===== src/rtl/sample_capture.sv =====
module sample_capture #(
  parameter int DW         = 16,
  parameter int AW         = 13,
  parameter int ADDR_LIMIT = 4479
) (
  input  logic            clk,
  input  logic            rst_n,
  input  logic            reg_wr,
  input  logic [2:0]      reg_addr,
  input  logic [31:0]     reg_wdata,
  output logic [31:0]     reg_rdata,
  input  logic [3:0]      src_valid,
  input  logic [4*DW-1:0] src_data,
  input  logic [3:0]      src_event,
  output logic            mem_we,
  output logic [AW-1:0]   mem_addr,
  output logic [DW-1:0]   mem_wdata
);
  localparam logic [AW-1:0] LIMIT = AW'(ADDR_LIMIT);
  localparam int CW = 12;
  localparam logic [1:0] M_LOOP = 2'd1, M_EVENT = 2'd2;

  typedef enum logic [1:0] {IDLE, ARMED, RUN} state_t;
  state_t state;

  logic          cfg_en, cfg_zl;
  logic [1:0]    cfg_sel, cfg_mode;
  logic [AW-1:0] first_q, last_q, cnt_q;

  wire          sel_valid = src_valid[cfg_sel];
  wire          sel_event = src_event[cfg_sel];
  wire [DW-1:0] sel_data  = src_data[cfg_sel*DW +: DW];
  wire          at_end    = (cnt_q == last_q) || (cnt_q > LIMIT);
  wire          busy      = cfg_en && (state != IDLE);
  wire          trig_hit  = reg_wr && reg_addr == 3'd3 && reg_wdata[0];
  wire          unused_hi = ^reg_wdata[31:AW];

  always_comb begin
    case (reg_addr)
      3'd0:    reg_rdata = {26'd0, cfg_zl, cfg_mode, cfg_sel, cfg_en};
      3'd1:    reg_rdata = {{(32-AW){1'b0}}, first_q};
      3'd2:    reg_rdata = {{(32-AW){1'b0}}, last_q};
      3'd4:    reg_rdata = {4'd0, cnt_q[CW-1:0], 15'd0, busy};
      default: reg_rdata = '0;
    endcase
  end

  always_ff @(posedge clk or negedge rst_n) begin
    if (!rst_n) begin
      {cfg_en, cfg_zl, cfg_sel, cfg_mode} <= '0;
      first_q   <= '0;
      last_q    <= '0;
      cnt_q     <= '0;
      state     <= IDLE;
      mem_we    <= 1'b0;
      mem_addr  <= '0;
      mem_wdata <= '0;
    end else begin
      mem_we <= 1'b0;
      if (reg_wr) begin
        case (reg_addr)
          3'd0: {cfg_zl, cfg_mode, cfg_sel, cfg_en} <= reg_wdata[5:0];
          3'd1: first_q <= reg_wdata[AW-1:0];
          3'd2: last_q  <= reg_wdata[AW-1:0];
          default: ;
        endcase
      end
      if (!cfg_en) begin
        state <= IDLE;
      end else begin
        case (state)
          IDLE: if (trig_hit) begin
            state <= (cfg_mode == M_EVENT) ? ARMED : RUN;
            cnt_q <= first_q;
          end
          ARMED: if (sel_event) begin
            state <= RUN;
            cnt_q <= first_q;
          end
          default: if (sel_valid) begin
            if (cnt_q <= LIMIT) begin
              mem_we    <= 1'b1;
              mem_addr  <= cnt_q;
              mem_wdata <= (cfg_zl && cnt_q == last_q) ? '0 : sel_data;
            end
            if (at_end && cfg_mode == M_LOOP) begin
              cnt_q <= first_q;
            end else begin
              cnt_q <= cnt_q + 1'b1;
              if (at_end) state <= IDLE;
            end
          end
        endcase
      end
    end
  end


  limit_chk: assert property (@(posedge clk) disable iff (!rst_n)
    mem_we |-> mem_addr <= LIMIT);


  disable_chk: assert property (@(posedge clk) disable iff (!rst_n)
    !cfg_en |=> !mem_we);


  idle_quiet_chk: assert property (@(posedge clk) disable iff (!rst_n)
    (state != RUN) |=> !mem_we);


  sel_valid_chk: assert property (@(posedge clk) disable iff (!rst_n)
    mem_we |-> $past(sel_valid));


  zero_last_chk: assert property (@(posedge clk) disable iff (!rst_n)
    (mem_we && $past(cfg_zl) && mem_addr == $past(last_q)) |-> mem_wdata == '0);
endmodule


===== config.mk =====
export PLATFORM = sky130hd
export DESIGN_NAME = sample_capture
export DESIGN_NICKNAME = d
export VERILOG_FILES = /design/src/rtl/sample_capture.sv
export SDC_FILE = /design/constraint.sdc
export NUM_CORES = 1
export LEC_CHECK = 0
export BUFFER_PORTS_ARGS = -buffer_cell sky130_fd_sc_hd__buf_2
export CORE_AREA = 2 2 95 97
export CTS_CLUSTER_DIAMETER = 150
export DETAILED_ROUTE_END_ITERATION = 8
export DIE_AREA = 0 0 97 99
export PLACE_DENSITY = 0.83
export SYNTH_ARGS = -nofsm -noshare
export SYNTH_HDL_FRONTEND = slang
export SYNTH_SLANG_ARGS = --single-unit

===== constraint.sdc =====
create_clock -name clk -period 5.91 [get_ports clk]
set_input_delay 1.773 -clock clk [delete_from_list [all_inputs] [get_ports clk]]
set_output_delay 1.773 -clock clk [all_outputs]
set_load 0.005 [all_outputs]

# Word level (Yosys, flattened, before mapping)

Index checks and enable logic that the tools add are counted.

Register bits after elaboration: 77
Logic and storage cells: 72

$add $sub $neg: 1
Order comparisons: 3
Equal/unequal tests: 15
Shift operators: 1
Multiplexer cells: 23
Bitwise gates (word level): 1
Reductions and logical operators: 17

Operators with widths:

| cell                  | number |
|---|---|
| $pmux 28 s4           | 1 |
| $shiftx 64x7->16      | 1 |
| $mux 13               | 4 |
| $pmux 13 s2           | 1 |
| $mux 16               | 1 |
| $mux 2                | 7 |
| $add 13x1->13 const B | 1 |
| $eq 13x13->1          | 1 |
| $gt 13x13->1 const B  | 1 |
| $le 13x13->1 const B  | 1 |
| $ne 4x1->1 const B    | 2 |
| $reduce_and 4->1      | 2 |
| $eq 3x2->1 const B    | 2 |
| $mux 1                | 6 |
| $ne 3x3->1 const B    | 2 |
| $reduce_and 2->1      | 3 |
| $logic_and 1x1->1     | 5 |
| $reduce_and 5->1      | 1 |
| $bmux 1 s2            | 2 |
| $eq 2x1->1 const B    | 2 |
| $ne 2x2->1 const B    | 2 |
| $ne 4x2->1 const B    | 1 |
| $pmux 2 s2            | 1 |
| $eq 3x1->1 const B    | 1 |
| other kinds (10)      | 10 |

# Depth between registers and ports, before layout

Gate-level depths: netlist of run 1.

Depth after elaboration: 7
Depth in mapped cells: 9
Mapped depth without buffers: 7

# Worst setup path before layout of run 1

Ideal clock, no wire load.

Path type: input to output
From: in reg_addr[1]
To: out reg_rdata[0]
Arrival time: 2.813 ns
Required time: 4.137 ns
Path slack: 1.324 ns
Stages: 5
Path through: clkbuf_1 > nor2b_1 > clkbuf_1 > a22oi_1 > o21ai_0

Longest elaborated chain between the ends: 2

Ends and longest elaborated chain:

| item                                     | RTL line | text |
|---|---|---|
| start: declaration                       | 9        | `input logic [2:0] reg_addr,` |
| $eq 3x3->1, or another cell as far along | 39       | `case (reg_addr)` |
| $pmux 28 s4 *                            | 39       |  |
| end: declaration                         | 11       | `output logic [31:0] reg_rdata,` |

Every way passes the cells marked *; elsewhere a longest branch is shown, timed or not.

# Final worst setup path of run 1

Same ends and word-level chain as after synthesis.

==> impl_metrics.prom, run 1 <==
# TYPE chip_impl_metric gauge
chip_impl_metric{name="synth-edff-count",unit=""} 0
chip_impl_metric{name="initial_antenna_violation_count",unit=""} 0
chip_impl_metric{name="gate_count_of_the_mapped_netlist",unit=""} 422
chip_impl_metric{name="synthAdderAreaFrac",unit="%"} 0.282
chip_impl_metric{name="max-vdd-ir-drop",unit="V"} 0.000203
chip_impl_metric{name="grt_start_max_net_pins",unit=""} 78
chip_impl_metric{name="layout_skew",unit="ns"} 0.00754
chip_impl_info{name="timing.hold.worst_endpoint",value="mem_addr[10]$_DFFE_PN0P_"} 1
chip_impl_metric{name="cp.buffers_inverters",unit=""} 2
chip_impl_info{name="cts_tree",value="yes"} 1
chip_impl_metric{name="die_width",unit="um"} 97
chip_impl_metric{name="first_global_vias",unit=""} 3756
chip_impl_metric{name="finalMaxSlewViolations",unit=""} 0
chip_impl_metric{name="worst_pin_slew",unit="ns"} 0.959
chip_impl_info{name="crit_family",value="simple AND/OR/NAND/NOR gates"} 1
chip_impl_metric{name="io_pins",unit=""} 172
chip_impl_metric{name="drt_pre_antenna_iters",unit=""} 5
chip_impl_metric{name="power.sequential.fraction",unit="%"} 49.1
chip_impl_metric{name="cell_area_synth",unit="um2"} 4430
chip_impl_metric{name="grt_pass1_wl",unit="mm"} 18.5
chip_impl_metric{name="numPortBuffers",unit=""} 145
chip_impl_metric{name="post_cts_resized",unit=""} 0
chip_impl_metric{name="p_sw_share",unit="%"} 35.0
chip_impl_metric{name="slew-limit-headroom",unit="%"} 36.1
chip_impl_info{name="rr_endpoint",value="cnt_q[0]$_DFFE_PN0P_"} 1
chip_impl_info{name="outcome",value="finished clean"} 1
chip_impl_metric{name="proportion_of_layout_cells_with_a_drive_suffix_above_1",unit="%"} 39.9
chip_impl_metric{name="ctsLongestPathBuffers",unit=""} 2
chip_impl_info{name="critPathLaunchType",value="primary input"} 1
chip_impl_metric{name="clk_pin_slew_worst_paths",unit="ns"} 0.08
chip_impl_metric{name="gp_routability_congestion",unit=""} 0.893
chip_impl_metric{name="grt.total_usage",unit="%"} 24.2
chip_impl_metric{name="cts_hold_buffers",unit=""} 0
chip_impl_metric{name="drv_cap",unit=""} 0
chip_impl_metric{name="postSynthRegisterBits",unit=""} 77
chip_impl_metric{name="p_clk_share",unit="%"} 19.9
chip_impl_metric{name="synth_compound_gate_area_share",unit="%"} 11.1
chip_impl_metric{name="routed-via-count",unit=""} 3764
chip_impl_metric{name="synth.distinct_cells",unit=""} 48
chip_impl_info{name="rsz_0062_raised_after_global_routing",value="false"} 1
chip_impl_metric{name="final-hold-violation-count",unit=""} 0
chip_impl_metric{name="drtAntennaViolNets",unit=""} 0
chip_impl_metric{name="core_area",unit="um2"} 8550
chip_impl_info{name="global_route.peak_usage_layer",value="met2"} 1
chip_impl_info{name="cts_root_buffer",value="sky130_fd_sc_hd__clkbuf_8"} 1
chip_impl_metric{name="final_setup_violating_endpoints",unit=""} 0
chip_impl_info{name="dominantRegCellSynth",value="sky130_fd_sc_hd__dfrtp_1"} 1
chip_impl_metric{name="fp.dieH",unit="um"} 99
chip_impl_metric{name="finalNetCount",unit=""} 663
chip_impl_metric{name="r2r_cells",unit=""} 6
chip_impl_metric{name="timing.final.crit_share",unit="%"} 84.4
chip_impl_metric{name="timing.final.crit_period",unit="ns"} 4.99
chip_impl_metric{name="synth_simple_gate_area_share",unit="%"} 13.6
chip_impl_metric{name="antenna_cells_inserted",unit=""} 0
chip_impl_metric{name="yosysWarnings",unit=""} 0
chip_impl_metric{name="floorplan.initialDensity",unit="%"} 51.8
chip_impl_metric{name="crit_path_max_incr_delay",unit="ns"} 0.53
chip_impl_metric{name="tritoncts.num_buffers",unit=""} 9
chip_impl_metric{name="via_per_inst",unit=""} 5.67
chip_impl_metric{name="synth.avg_cell_area",unit="um2"} 10.5
chip_impl_metric{name="timing.critical_path.required",unit="ns"} 4.14
chip_impl_info{name="worst_path_max_delay_cell",value="sky130_fd_sc_hd__nor2b_1"} 1
chip_impl_metric{name="powerDensity",unit="nW/um2"} 319
chip_impl_info{name="r2r-start",value="cfg_sel[1]$_DFFE_PN0P_"} 1
chip_impl_metric{name="global_route.usage.met3",unit="%"} 6.03
chip_impl_metric{name="synth_async_sr_flop_share",unit="%"} 100
chip_impl_metric{name="use_met2",unit="%"} 39.2
chip_impl_info{name="critPathCaptureType",value="output port"} 1
chip_impl_info{name="type_of_the_worst_setup_path",value="primary input to output port"} 1
chip_impl_metric{name="power_leakage",unit="uW"} 0.00264
chip_impl_metric{name="timing.critical_path.fanout_max",unit=""} 12
chip_impl_metric{name="post-cts-setup-buffers",unit=""} 0
chip_impl_metric{name="detailed_place_hpwl",unit="mm"} 8.46
chip_impl_metric{name="critical_path_at",unit="ns"} 3.21
chip_impl_info{name="cp_cell_sequence",value="buf_2, nor2b_1, a22oi_1, o21ai_0, buf_2"} 1
chip_impl_metric{name="drt-initial-drc-count",unit=""} 224
chip_impl_metric{name="finalWorstSetupSlack",unit="ns"} 0.922
chip_impl_metric{name="fmax",unit="MHz"} 200
chip_impl_metric{name="worstHoldPathCells",unit=""} 2
chip_impl_metric{name="detailedPlace.worstSlack",unit="ns"} 0.966
chip_impl_metric{name="worst_skew_pair_latency",unit="ns"} 0.35
chip_impl_info{name="hold_path_class",value="flip-flop to flip-flop"} 1
chip_impl_metric{name="synthXorXnorAreaFrac",unit="%"} 2.57
chip_impl_metric{name="routed_wirelength",unit="mm"} 11.2
chip_impl_info{name="dominant_combinational_cell_family_by_area_after_synthesis",value="multiplexers"} 1
chip_impl_metric{name="layout_area_overhead",unit="%"} 19.7
chip_impl_metric{name="synth-seq-area-share",unit="%"} 43.5
chip_impl_metric{name="cell_internal_pwr",unit="uW"} 1100
chip_impl_metric{name="route.detailed.drc",unit=""} 0
chip_impl_metric{name="totalNegativeSetupSlack",unit="ns"} 0
chip_impl_metric{name="p_sw",unit="uW"} 592
chip_impl_metric{name="grt-ovfl-total",unit=""} 0
chip_impl_info{name="min_delay_src",value="mem_addr[10]$_DFFE_PN0P_"} 1
chip_impl_metric{name="cts_htree_levels",unit=""} 3
chip_impl_metric{name="synth.mux.area_fraction",unit="%"} 21.9
chip_impl_metric{name="grt_use_met1",unit="%"} 31.7
chip_impl_metric{name="tritoncts_num_sinks",unit=""} 77
chip_impl_metric{name="whs",unit="ns"} 0.473
chip_impl_metric{name="r2r_slack",unit="ns"} 3.29
chip_impl_metric{name="p_comb_share",unit="%"} 31.0
chip_impl_info{name="critical_path.most_common_cell",value="sky130_fd_sc_hd__buf_2"} 1
chip_impl_metric{name="die-area",unit="um2"} 9600
chip_impl_metric{name="post_drt_wl_per_cell",unit="um"} 16.9
chip_impl_metric{name="core.rowCount",unit=""} 34
==> per-layer routing <==
metal	share of wire (%)	vias up
li1	-	1752
met1	42	1844
met2	49	150
met3	7.1	18
met4	2.0	0
met5	0	-
==> final cells by class <==
type / instances / area, um2
tap: 108 / 135
clock inverter: 2 / 10.0
fill: 728 / 3250
clock buffer: 13 / 149
timing repair buffer: 150 / 766
sequential: 77 / 1930
multi-input combinational: 289 / 2220
inverter: 25 / 93.8
==> cell usage in the layout (no fill, tap or decap), drive strengths merged, types with 2 or more instances in the layout <==
cell,instances
and2,2
nand2,40
conb,7
nor3,4
nor4,3
dfrtp,77
mux4,17
buf,150
mux2,37
o211ai,3
nand2b,4
a2bb2oi,2
nand3,10
nor2,25
nand4,5
inv,25
a22oi,15
nor3b,3
and3,17
xnor2,13
mux2i,17
a21oi,10
nand4b,2
nor2b,4
clkinv,2
clkbuf,13
o21ai,34
==> state kept, by name, summed over array words and instances, names as in the netlist <==
| register | count |
|---|---|
| state | 2 |
| last_q | 13 |
| cfg_zl | 1 |
| cfg_en | 1 |
| cnt_q | 13 |
| mem_we | 1 |
| first_q | 13 |
| cfg_sel | 2 |
| cfg_mode | 2 |
| mem_wdata | 16 |
| mem_addr | 13 |
==> worst max-delay path by stage <==
stage / startpoint / endpoint / cells after the start
final: reg_addr[1] / reg_rdata[0] / 5
after global placement: reg_addr[0] / reg_rdata[0] / 6
after global routing: reg_addr[0] / reg_rdata[0] / 6
after floorplan: reg_addr[1] / reg_rdata[0] / 5
after CTS: reg_addr[1] / reg_rdata[0] / 5
after detailed placement: reg_addr[1] / reg_rdata[0] / 5
==> cells by family (layout without fill, tap and decap cells) <==
family,after synthesis,count (layout)
mux,71,71
compound gates,76,76
xor+xnor,13,13
buf+inv,62,190
flops,77,77
simple gates,121,121
fa+ha+maj,1,1
other cells,1,7
==> worst min-delay path, stage by stage, from the launching register on <==
cell and delay (ns):
sky130_fd_sc_hd__dfrtp_1 0.34, sky130_fd_sc_hd__nand2_1 0.04, sky130_fd_sc_hd__o21ai_0 0.05
==> power by group through the flow <==
stage | clock network, uW | registers [uW] | logic (uW)
floorplan | 0 | 748 | 435
global placement | 0 | 824 | 510
detailed placement | 0 | 836 | 527
CTS | 347 | 825 | 529
global route | 375 | 850 | 582
finish | 337 | 830 | 525
==> cell usage after synthesis (2+ instances only) <==
| master | count | area [um2] |
|---|---|---|
| sky130_fd_sc_hd__nor2b_1 | 4 | 25.0 |
| sky130_fd_sc_hd__and3_1 | 17 | 106 |
| sky130_fd_sc_hd__a22oi_1 | 15 | 113 |
| sky130_fd_sc_hd__mux2i_1 | 17 | 170 |
| sky130_fd_sc_hd__nor3_1 | 3 | 15.0 |
| sky130_fd_sc_hd__buf_4 | 8 | 60.1 |
| sky130_fd_sc_hd__nor4_1 | 3 | 18.8 |
| sky130_fd_sc_hd__dfrtp_1 | 77 | 1930 |
| sky130_fd_sc_hd__xnor2_1 | 13 | 114 |
| sky130_fd_sc_hd__mux2_2 | 37 | 417 |
| sky130_fd_sc_hd__nor2_1 | 25 | 93.8 |
| sky130_fd_sc_hd__o21ai_1 | 10 | 50.1 |
| sky130_fd_sc_hd__a2bb2oi_1 | 2 | 17.5 |
| sky130_fd_sc_hd__o211ai_1 | 3 | 22.5 |
| sky130_fd_sc_hd__nand2b_1 | 4 | 25.0 |
| sky130_fd_sc_hd__clkbuf_1 | 14 | 52.6 |
| sky130_fd_sc_hd__inv_1 | 25 | 93.8 |
| sky130_fd_sc_hd__nand4b_1 | 2 | 17.5 |
| sky130_fd_sc_hd__a21oi_1 | 10 | 50.1 |
| sky130_fd_sc_hd__buf_2 | 9 | 45.0 |
| sky130_fd_sc_hd__nand3_1 | 10 | 50.1 |
| sky130_fd_sc_hd__buf_6 | 4 | 45.0 |
| sky130_fd_sc_hd__nand4_1 | 5 | 31.3 |
| sky130_fd_sc_hd__nor3b_1 | 3 | 22.5 |
| sky130_fd_sc_hd__nand2_1 | 40 | 150 |
| sky130_fd_sc_hd__o21ai_0 | 24 | 120 |
| sky130_fd_sc_hd__mux4_2 | 17 | 383 |
==> per-stage QoR <==
stage | total power [uW] | utilization (%) | cells | instance area [um2]
floorplan | 1180 | - | 428 | 4450
global placement | 1330 | 60.1 | 649 | 5140
detailed placement | 1360 | 60.1 | 649 | 5140
CTS | 1700 | 62.0 | 664 | 5300
global route | 1810 | 62.0 | 664 | 5300
finish | 1690 | 62.0 | 664 | 5300
(Power assumes the default switching activity.)
==> inputs of run 2 (changes only) <==
- CORE_AREA: 2 2 95 97 -> 2 2 99 101
- DIE_AREA: 0 0 97 99 -> 0 0 101 103
- PLACE_DENSITY: 0.83 -> 0.77
- clock period: 5.91 -> 4.95 ns (I/O delays scaled with it)
==> run 2 against run 1 <==
- clock skew rose by 0.0015 ns
- non-clock buffer count grew 1
- first-iteration DRC count increased by 22%
- power is 21% higher
- utilization shrank 5.7 points
- die area increased by 8.3%
- via count grew 0.35%
- critical path depth did not move
- combinational power increased by 21%
- sequential share of layout area down 0.16 points
- count of clock-buffer cells in the layout shrank 3
- largest power group unchanged
- highest routed layer unchanged
==> impl_metrics.prom, run 2 (synthesis results as in run 1) <==
# TYPE chip_impl_metric gauge
chip_impl_metric{name="cp.buffers_inverters",unit=""} 2
chip_impl_metric{name="die-area",unit="um2"} 10400
chip_impl_info{name="cp_cell_sequence",value="buf_2, nor2b_1, a22oi_1, o21ai_0, buf_2"} 1
chip_impl_metric{name="worst_pin_slew",unit="ns"} 0.966
chip_impl_metric{name="drt-initial-drc-count",unit=""} 273
chip_impl_metric{name="route.detailed.drc",unit=""} 0
chip_impl_metric{name="finalWorstSetupSlack",unit="ns"} 0.673
chip_impl_metric{name="finalNetCount",unit=""} 664
chip_impl_info{name="largest-register",value="mem_wdata"} 1
chip_impl_info{name="crit_family",value="simple AND/OR/NAND/NOR gates"} 1
chip_impl_metric{name="initial_antenna_violation_count",unit=""} 0
chip_impl_info{name="cts_root_buffer",value="sky130_fd_sc_hd__clkbuf_8"} 1
chip_impl_info{name="critPathLaunchType",value="primary input"} 1
chip_impl_metric{name="post_layout_nonfiller_instances",unit=""} 672
chip_impl_metric{name="powerDensity",unit="nW/um2"} 384
chip_impl_metric{name="grt.total_usage",unit="%"} 22.5
chip_impl_metric{name="post-place-cells",unit=""} 656
chip_impl_info{name="critical_path.most_common_cell",value="sky130_fd_sc_hd__buf_2"} 1
chip_impl_metric{name="detailed_place_hpwl",unit="mm"} 8.55
chip_impl_metric{name="routed_wirelength",unit="mm"} 11.4
chip_impl_metric{name="via_per_inst",unit=""} 5.62
chip_impl_metric{name="critical_path_at",unit="ns"} 2.79
chip_impl_metric{name="flip_flop_count_of_the_largest_register_all_copies_and_words_added",unit=""} 16
chip_impl_metric{name="whs",unit="ns"} 0.474
chip_impl_metric{name="timing.critical_path.required",unit="ns"} 3.46
chip_impl_metric{name="final_setup_violating_endpoints",unit=""} 0
chip_impl_metric{name="clk_pin_slew_worst_paths",unit="ns"} 0.07
chip_impl_metric{name="layout_filler_cell_count",unit=""} 834
chip_impl_metric{name="detailedPlace.worstSlack",unit="ns"} 0.709
chip_impl_metric{name="worst_skew_pair_latency",unit="ns"} 0.35
chip_impl_metric{name="fp.dieH",unit="um"} 103
chip_impl_metric{name="drt_pre_antenna_iters",unit=""} 5
chip_impl_metric{name="multi_input_area",unit="um2"} 2220
chip_impl_metric{name="layout_area_overhead",unit="%"} 20.2
chip_impl_metric{name="post-cts-setup-buffers",unit=""} 0
chip_impl_metric{name="cts_htree_levels",unit=""} 3
chip_impl_metric{name="drtAntennaViolNets",unit=""} 0
chip_impl_metric{name="timing.final.crit_share",unit="%"} 86.4
chip_impl_metric{name="post_cts_resized",unit=""} 0
chip_impl_metric{name="grt_start_max_net_pins",unit=""} 78
chip_impl_metric{name="timing.final.crit_period",unit="ns"} 4.28
chip_impl_metric{name="slew-limit-headroom",unit="%"} 35.6
chip_impl_info{name="cts_tree",value="yes"} 1
chip_impl_info{name="hold_path_class",value="flip-flop to flip-flop"} 1
chip_impl_metric{name="grt-ovfl-total",unit=""} 0
chip_impl_info{name="type_of_the_worst_setup_path",value="primary input to output port"} 1
chip_impl_metric{name="die_width",unit="um"} 101
chip_impl_metric{name="totalNegativeSetupSlack",unit="ns"} 0
chip_impl_metric{name="tritoncts.num_buffers",unit=""} 9
chip_impl_metric{name="timing.critical_path.fanout_max",unit=""} 12
chip_impl_metric{name="gp_routability_congestion",unit=""} 0.930
chip_impl_metric{name="io_pins",unit=""} 172
chip_impl_info{name="rsz_0062_raised_after_global_routing",value="false"} 1
chip_impl_info{name="final_common_cell",value="sky130_fd_sc_hd__buf_2"} 1
chip_impl_metric{name="first_global_vias",unit=""} 3686
chip_impl_metric{name="fmax",unit="MHz"} 234
chip_impl_metric{name="final-hold-violation-count",unit=""} 0
chip_impl_metric{name="layout_skew",unit="ns"} 0.00903
chip_impl_metric{name="cts_hold_buffers",unit=""} 0
chip_impl_metric{name="tritoncts_num_sinks",unit=""} 77
chip_impl_metric{name="layout.area.seq",unit="um2"} 1930
chip_impl_metric{name="core_area",unit="um2"} 9460
chip_impl_metric{name="antenna_cells_inserted",unit=""} 0
chip_impl_metric{name="floorplan.initialDensity",unit="%"} 46.8
chip_impl_metric{name="finalMaxSlewViolations",unit=""} 0
chip_impl_metric{name="grt_pass1_wl",unit="mm"} 18.2
chip_impl_metric{name="ctsLongestPathBuffers",unit=""} 2
chip_impl_metric{name="crit_path_max_incr_delay",unit="ns"} 0.51
chip_impl_metric{name="core.rowCount",unit=""} 36
chip_impl_metric{name="numPortBuffers",unit=""} 145
chip_impl_metric{name="proportion_of_layout_cells_with_a_drive_suffix_above_1",unit="%"} 40.5
chip_impl_info{name="worst_path_max_delay_cell",value="sky130_fd_sc_hd__nor2b_1"} 1
chip_impl_metric{name="max-vdd-ir-drop",unit="V"} 0.000165
chip_impl_metric{name="drv_cap",unit=""} 0
chip_impl_info{name="critPathCaptureType",value="output port"} 1
chip_impl_metric{name="power_leakage",unit="uW"} 0.00265
chip_impl_info{name="mostFrequentLayoutCells",value="sky130_fd_sc_hd__buf_2, sky130_fd_sc_hd__dfrtp_1, sky130_fd_sc_hd__nand2_1"} 1
chip_impl_metric{name="routed-via-count",unit=""} 3777
chip_impl_metric{name="post_drt_wl_per_cell",unit="um"} 17.0
chip_impl_info{name="outcome",value="finished clean"} 1
-- run 2: changes by cell type in the layout (fill, tap and decap cells not counted) --
cell / previous run / this run
sky130_fd_sc_hd__buf_4: 6 / 7
sky130_fd_sc_hd__clkbuf_1: 3 / 1
sky130_fd_sc_hd__clkbuf_8: 10 / 9
sky130_fd_sc_hd__clkinv_2: 2 / 3
sky130_fd_sc_hd__clkinv_4: 0 / 2
sky130_fd_sc_hd__clkinvlp_4: 0 / 1
-- run 2: worst reg2reg max path, stage by stage, from the launching register on --
cell                       delay, ns
sky130_fd_sc_hd__dfrtp_1        0.51
sky130_fd_sc_hd__nand3_1        0.23
sky130_fd_sc_hd__nor3_4         0.32
sky130_fd_sc_hd__a41oi_2        0.22
sky130_fd_sc_hd__o211ai_1       0.76
sky130_fd_sc_hd__o21ai_0        0.20
sky130_fd_sc_hd__a311o_1        0.30
-- run 2: power by group --
group	leakage, uW	switching (uW)	internal (uW)
Sequential	0.000972	214	777
Combinational	0.00159	293	344
Clock	0.0000860	234	181
Total	0.00265	740	1300
-- run 2: path summary, 6_finish.rpt --
path / startpoint / endpoint / slack (ns) / cells after the start
worst max-delay path: reg_addr[0] / reg_rdata[0] / 0.67 / 5
worst min-delay path: mem_addr[6]$_DFFE_PN0P_ / mem_addr[6]$_DFFE_PN0P_ / 0.47 / 2
worst max register to register: cnt_q[4]$_DFFE_PN0P_ / cnt_q[4]$_DFFE_PN0P_ / 2.29 / 6
worst min register to register: mem_addr[6]$_DFFE_PN0P_ / mem_addr[6]$_DFFE_PN0P_ / 0.47 / 2
max in group asynchronous: rst_n / cfg_sel[1]$_DFFE_PN0P_ / 3.03 / 1
min in group asynchronous: rst_n / mem_addr[11]$_DFFE_PN0P_ / 1.27 / 1
-- run 2: cell type report --
type,instances,share of cell area [%]
tap,114,2.68
multi-input combinational,289,41.7
inverter,25,1.76
clock inverter,6,0.752
sequential,77,36.2
timing repair buffer,151,14.5
clock buffer,10,2.40
-- run 2: layer usage --
metal | wire [um] | track usage (%) | share of wire [%] | up-vias
met5 | 0 | 0 | 0 | -
met3 | 732 | 4.27 | 6.4 | 25
met2 | 5570 | 36.4 | 49 | 154
li1 | - | - | - | 1758
met4 | 250 | 8.42 | 2.2 | 0
met1 | 4870 | 30.4 | 43 | 1840
-- run 2: metrics by stage --
step / utilization, % / power [uW] / instance area [um2]
floorplan: - / 1410 / 4450
global placement: 54.5 / 1600 / 5160
detailed placement: 54.5 / 1630 / 5160
CTS: 56.3 / 2050 / 5320
global route: 56.3 / 2180 / 5320
finish: 56.3 / 2040 / 5320
==> inputs of run 3 (changes only) <==
- ABC_AREA: unset -> 1
- CORE_AREA: 2 2 99 101 -> 2 2 98 100
- DIE_AREA: 0 0 101 103 -> 0 0 100 102
- PLACE_DENSITY: 0.77 -> 0.79
==> run 3 against run 2 <==
- via count is 23% higher
- largest power group unchanged
- final area is 0.66% higher
- register-to-register slack worse by 0.31 ns
- critical endpoint unchanged
- routed wire length is 10% higher
- synthesized cell count is 52% higher
- clock power hardly changed
- die area is 2.0% lower
- critical path depth stayed put
==> impl_metrics.prom, run 3 <==
# TYPE chip_impl_metric gauge
chip_impl_metric{name="tritoncts_num_sinks",unit=""} 77
chip_impl_metric{name="synth.avg_cell_area",unit="um2"} 6.99
chip_impl_metric{name="die_width",unit="um"} 100
chip_impl_metric{name="report.power.total",unit="uW"} 2350
chip_impl_metric{name="slew-limit-headroom",unit="%"} 27.1
chip_impl_metric{name="postSynthRegisterBits",unit=""} 77
chip_impl_metric{name="initial_antenna_violation_count",unit=""} 0
chip_impl_metric{name="post-place-cells",unit=""} 867
chip_impl_metric{name="yosysWarnings",unit=""} 0
chip_impl_metric{name="finalWorstSetupSlack",unit="ns"} 0.924
chip_impl_info{name="post_synth_main_area_contributors",value="sky130_fd_sc_hd__dfrtp_1, sky130_fd_sc_hd__nand2_1, sky130_fd_sc_hd__o21ai_0, sky130_fd_sc_hd__inv_1, sky130_fd_sc_hd__nor2_1"} 1
chip_impl_metric{name="power_leakage",unit="uW"} 0.00295
chip_impl_metric{name="layout_skew",unit="ns"} 0.00840
chip_impl_info{name="critPathLaunchType",value="primary input"} 1
chip_impl_metric{name="finalNetCount",unit=""} 878
chip_impl_info{name="cts_tree",value="yes"} 1
chip_impl_metric{name="gp_routability_congestion",unit=""} 0.873
chip_impl_metric{name="fp.dieH",unit="um"} 102
chip_impl_metric{name="detailedPlace.worstSlack",unit="ns"} 0.951
chip_impl_metric{name="drt_pre_antenna_iters",unit=""} 5
chip_impl_info{name="critPathCaptureType",value="output port"} 1
chip_impl_metric{name="cell_area_synth",unit="um2"} 4480
chip_impl_metric{name="layout_area_overhead",unit="%"} 19.5
chip_impl_metric{name="totalNegativeSetupSlack",unit="ns"} 0
chip_impl_metric{name="critical_path_at",unit="ns"} 2.54
chip_impl_metric{name="worst_skew_pair_latency",unit="ns"} 0.36
chip_impl_metric{name="drtAntennaViolNets",unit=""} 0
chip_impl_info{name="final_common_cell",value="sky130_fd_sc_hd__nand2_1"} 1
chip_impl_metric{name="grt_start_max_net_pins",unit=""} 78
chip_impl_info{name="crit_start",value="reg_addr[1]"} 1
chip_impl_metric{name="drt-initial-drc-count",unit=""} 340
chip_impl_metric{name="post_drt_wl_per_cell",unit="um"} 14.2
chip_impl_info{name="r2r-start",value="cfg_sel[0]$_DFFE_PN0P_"} 1
chip_impl_info{name="synth_top_cells_by_count",value="sky130_fd_sc_hd__nand2_1, sky130_fd_sc_hd__o21ai_0, sky130_fd_sc_hd__dfrtp_1"} 1
chip_impl_metric{name="synth_largest_type_area_fraction",unit="%"} 43.0
chip_impl_metric{name="die-area",unit="um2"} 10200
chip_impl_metric{name="drv_cap",unit=""} 0
chip_impl_metric{name="post_cts_resized",unit=""} 0
chip_impl_metric{name="via_per_inst",unit=""} 5.28
chip_impl_metric{name="post_layout_nonfiller_instances",unit=""} 883
chip_impl_info{name="mostFrequentLayoutCells",value="sky130_fd_sc_hd__nand2_1, sky130_fd_sc_hd__buf_2, sky130_fd_sc_hd__o21ai_0"} 1
chip_impl_metric{name="first_global_vias",unit=""} 4108
chip_impl_metric{name="io_pins",unit=""} 172
chip_impl_metric{name="floorplan.initialDensity",unit="%"} 49.2
chip_impl_metric{name="grt-ovfl-total",unit=""} 0
chip_impl_info{name="synth_top_cell_by_area",value="sky130_fd_sc_hd__dfrtp_1"} 1
chip_impl_metric{name="fmax",unit="MHz"} 248
chip_impl_info{name="cts_root_buffer",value="sky130_fd_sc_hd__clkbuf_8"} 1
chip_impl_metric{name="timing.final.crit_share",unit="%"} 81.3
chip_impl_info{name="min_delay_src",value="mem_addr[3]$_DFFE_PN0P_"} 1
chip_impl_metric{name="ctsLongestPathBuffers",unit=""} 2
chip_impl_metric{name="grt.total_usage",unit="%"} 24.8
chip_impl_metric{name="timing.critical_path.fanout_max",unit=""} 13
chip_impl_metric{name="routed-via-count",unit=""} 4658
chip_impl_info{name="hold_path_class",value="flip-flop to flip-flop"} 1
chip_impl_metric{name="cts_hold_buffers",unit=""} 0
chip_impl_metric{name="worst_pin_slew",unit="ns"} 1.09
chip_impl_metric{name="max-vdd-ir-drop",unit="V"} 0.000204
chip_impl_metric{name="timing.critical_path.required",unit="ns"} 3.46
chip_impl_metric{name="tritoncts.num_buffers",unit=""} 9
chip_impl_metric{name="numPortBuffers",unit=""} 145
chip_impl_metric{name="final-hold-violation-count",unit=""} 0
chip_impl_info{name="synth.most_common_cell",value="sky130_fd_sc_hd__nand2_1"} 1
chip_impl_metric{name="cts_htree_levels",unit=""} 3
chip_impl_metric{name="gate_count_of_the_mapped_netlist",unit=""} 641
chip_impl_metric{name="synth-edff-count",unit=""} 0
chip_impl_info{name="rsz_0062_raised_after_global_routing",value="false"} 1
chip_impl_metric{name="core.rowCount",unit=""} 35
chip_impl_metric{name="core_area",unit="um2"} 9110
chip_impl_metric{name="layout_filler_cell_count",unit=""} 856
chip_impl_info{name="outcome",value="finished clean"} 1
chip_impl_metric{name="antenna_cells_inserted",unit=""} 0
chip_impl_metric{name="post-cts-setup-buffers",unit=""} 0
chip_impl_metric{name="post-route-util",unit="%"} 58.8
chip_impl_metric{name="flip_flop_count_of_the_largest_register_all_copies_and_words_added",unit=""} 16
chip_impl_metric{name="synth_async_sr_flop_share",unit="%"} 100
chip_impl_metric{name="final_setup_violating_endpoints",unit=""} 0
chip_impl_metric{name="finalMaxSlewViolations",unit=""} 0
chip_impl_metric{name="route.detailed.drc",unit=""} 0
chip_impl_metric{name="clk_pin_slew_worst_paths",unit="ns"} 0.08
chip_impl_info{name="dominantRegCellSynth",value="sky130_fd_sc_hd__dfrtp_1"} 1
chip_impl_metric{name="detailed_place_hpwl",unit="mm"} 9.14
chip_impl_metric{name="synth.distinct_cells",unit=""} 27
chip_impl_metric{name="powerDensity",unit="nW/um2"} 438
chip_impl_metric{name="grt_pass1_wl",unit="mm"} 20.0
chip_impl_metric{name="proportion_of_layout_cells_with_a_drive_suffix_above_1",unit="%"} 22.5
chip_impl_metric{name="timing.final.crit_period",unit="ns"} 4.03
chip_impl_metric{name="routed_wirelength",unit="mm"} 12.6
chip_impl_info{name="largest-register",value="mem_wdata"} 1
chip_impl_metric{name="synth-seq-area-share",unit="%"} 43.0
chip_impl_info{name="type_of_the_worst_setup_path",value="primary input to output port"} 1
==> run 3: routing by layer <==
| metal | track usage (%) | up-vias | routed length [um] |
|---|---|---|---|
| met1 | 34.9 | 2122 | 5670 |
| met4 | 8.64 | 0 | 259 |
| met3 | 4.92 | 25 | 955 |
| met5 | 0 | - | 0 |
| met2 | 38.7 | 221 | 5680 |
| li1 | - | 2290 | - |
==> run 3: final timing paths <==
| path | cells past startpoint | to | slack [ns] |
|---|---|---|---|
| setup / recovery | 5 | reg_rdata[0] | 0.92 |
| hold / removal | 2 | mem_addr[3]$_DFFE_PN0P_ | 0.49 |
| setup reg to reg | 8 | mem_addr[6]$_DFFE_PN0P_ | 1.98 |
| hold reg to reg | 2 | mem_addr[3]$_DFFE_PN0P_ | 0.49 |
| max in group asynchronous | 1 | first_q[1]$_DFFE_PN0P_ | 3.05 |
| min in group asynchronous | 1 | mem_addr[5]$_DFFE_PN0P_ | 1.29 |
==> run 3: power breakdown <==
part           internal [uW]  switching [uW]
clock network            180             235
logic                    359             541
registers                825             206
total                   1360             982
==> run 3: critical path, cell delays in order <==
cell,delay (ns)
sky130_fd_sc_hd__buf_2,0.12
sky130_fd_sc_hd__nor3_1,0.25
sky130_fd_sc_hd__inv_1,0.24
sky130_fd_sc_hd__o221ai_1,0.27
sky130_fd_sc_hd__buf_2,0.17
==> run 3: logic make-up (layout without fill, tap and decap cells) <==
| kind of cell | after synthesis | in the layout | synth area share (%) |
|---|---|---|---|
| fa+ha+maj | 1 | 1 | 0.279 |
| compound gates | 130 | 130 | 15.8 |
| buf+inv | 108 | 233 | 10.2 |
| flops | 77 | 77 | 43.0 |
| simple gates | 312 | 312 | 28.3 |
| other cells | 1 | 7 | 0.0836 |
| xor+xnor | 12 | 12 | 2.34 |
==> run 3: metrics by stage <==
stage	hold WS [ns]	area, um2
finish	0.486	5360
global route	0.507	5360
CTS	0.488	5360
detailed placement	0.469	5190
global placement	0.462	5190
floorplan	0.453	4510
==> run 3: cell type report <==
cell class / count / area (um2) / share of cell area [%]
Multi-Input combinational cell: 462 / 2120 / 39.6
Sequential cell: 77 / 1930 / 36.0
Timing Repair Buffer: 147 / 743 / 13.9
Inverter: 70 / 263 / 4.90
Tap cell: 111 / 139 / 2.59
Clock buffer: 10 / 128 / 2.38
Clock inverter: 6 / 40.0 / 0.747
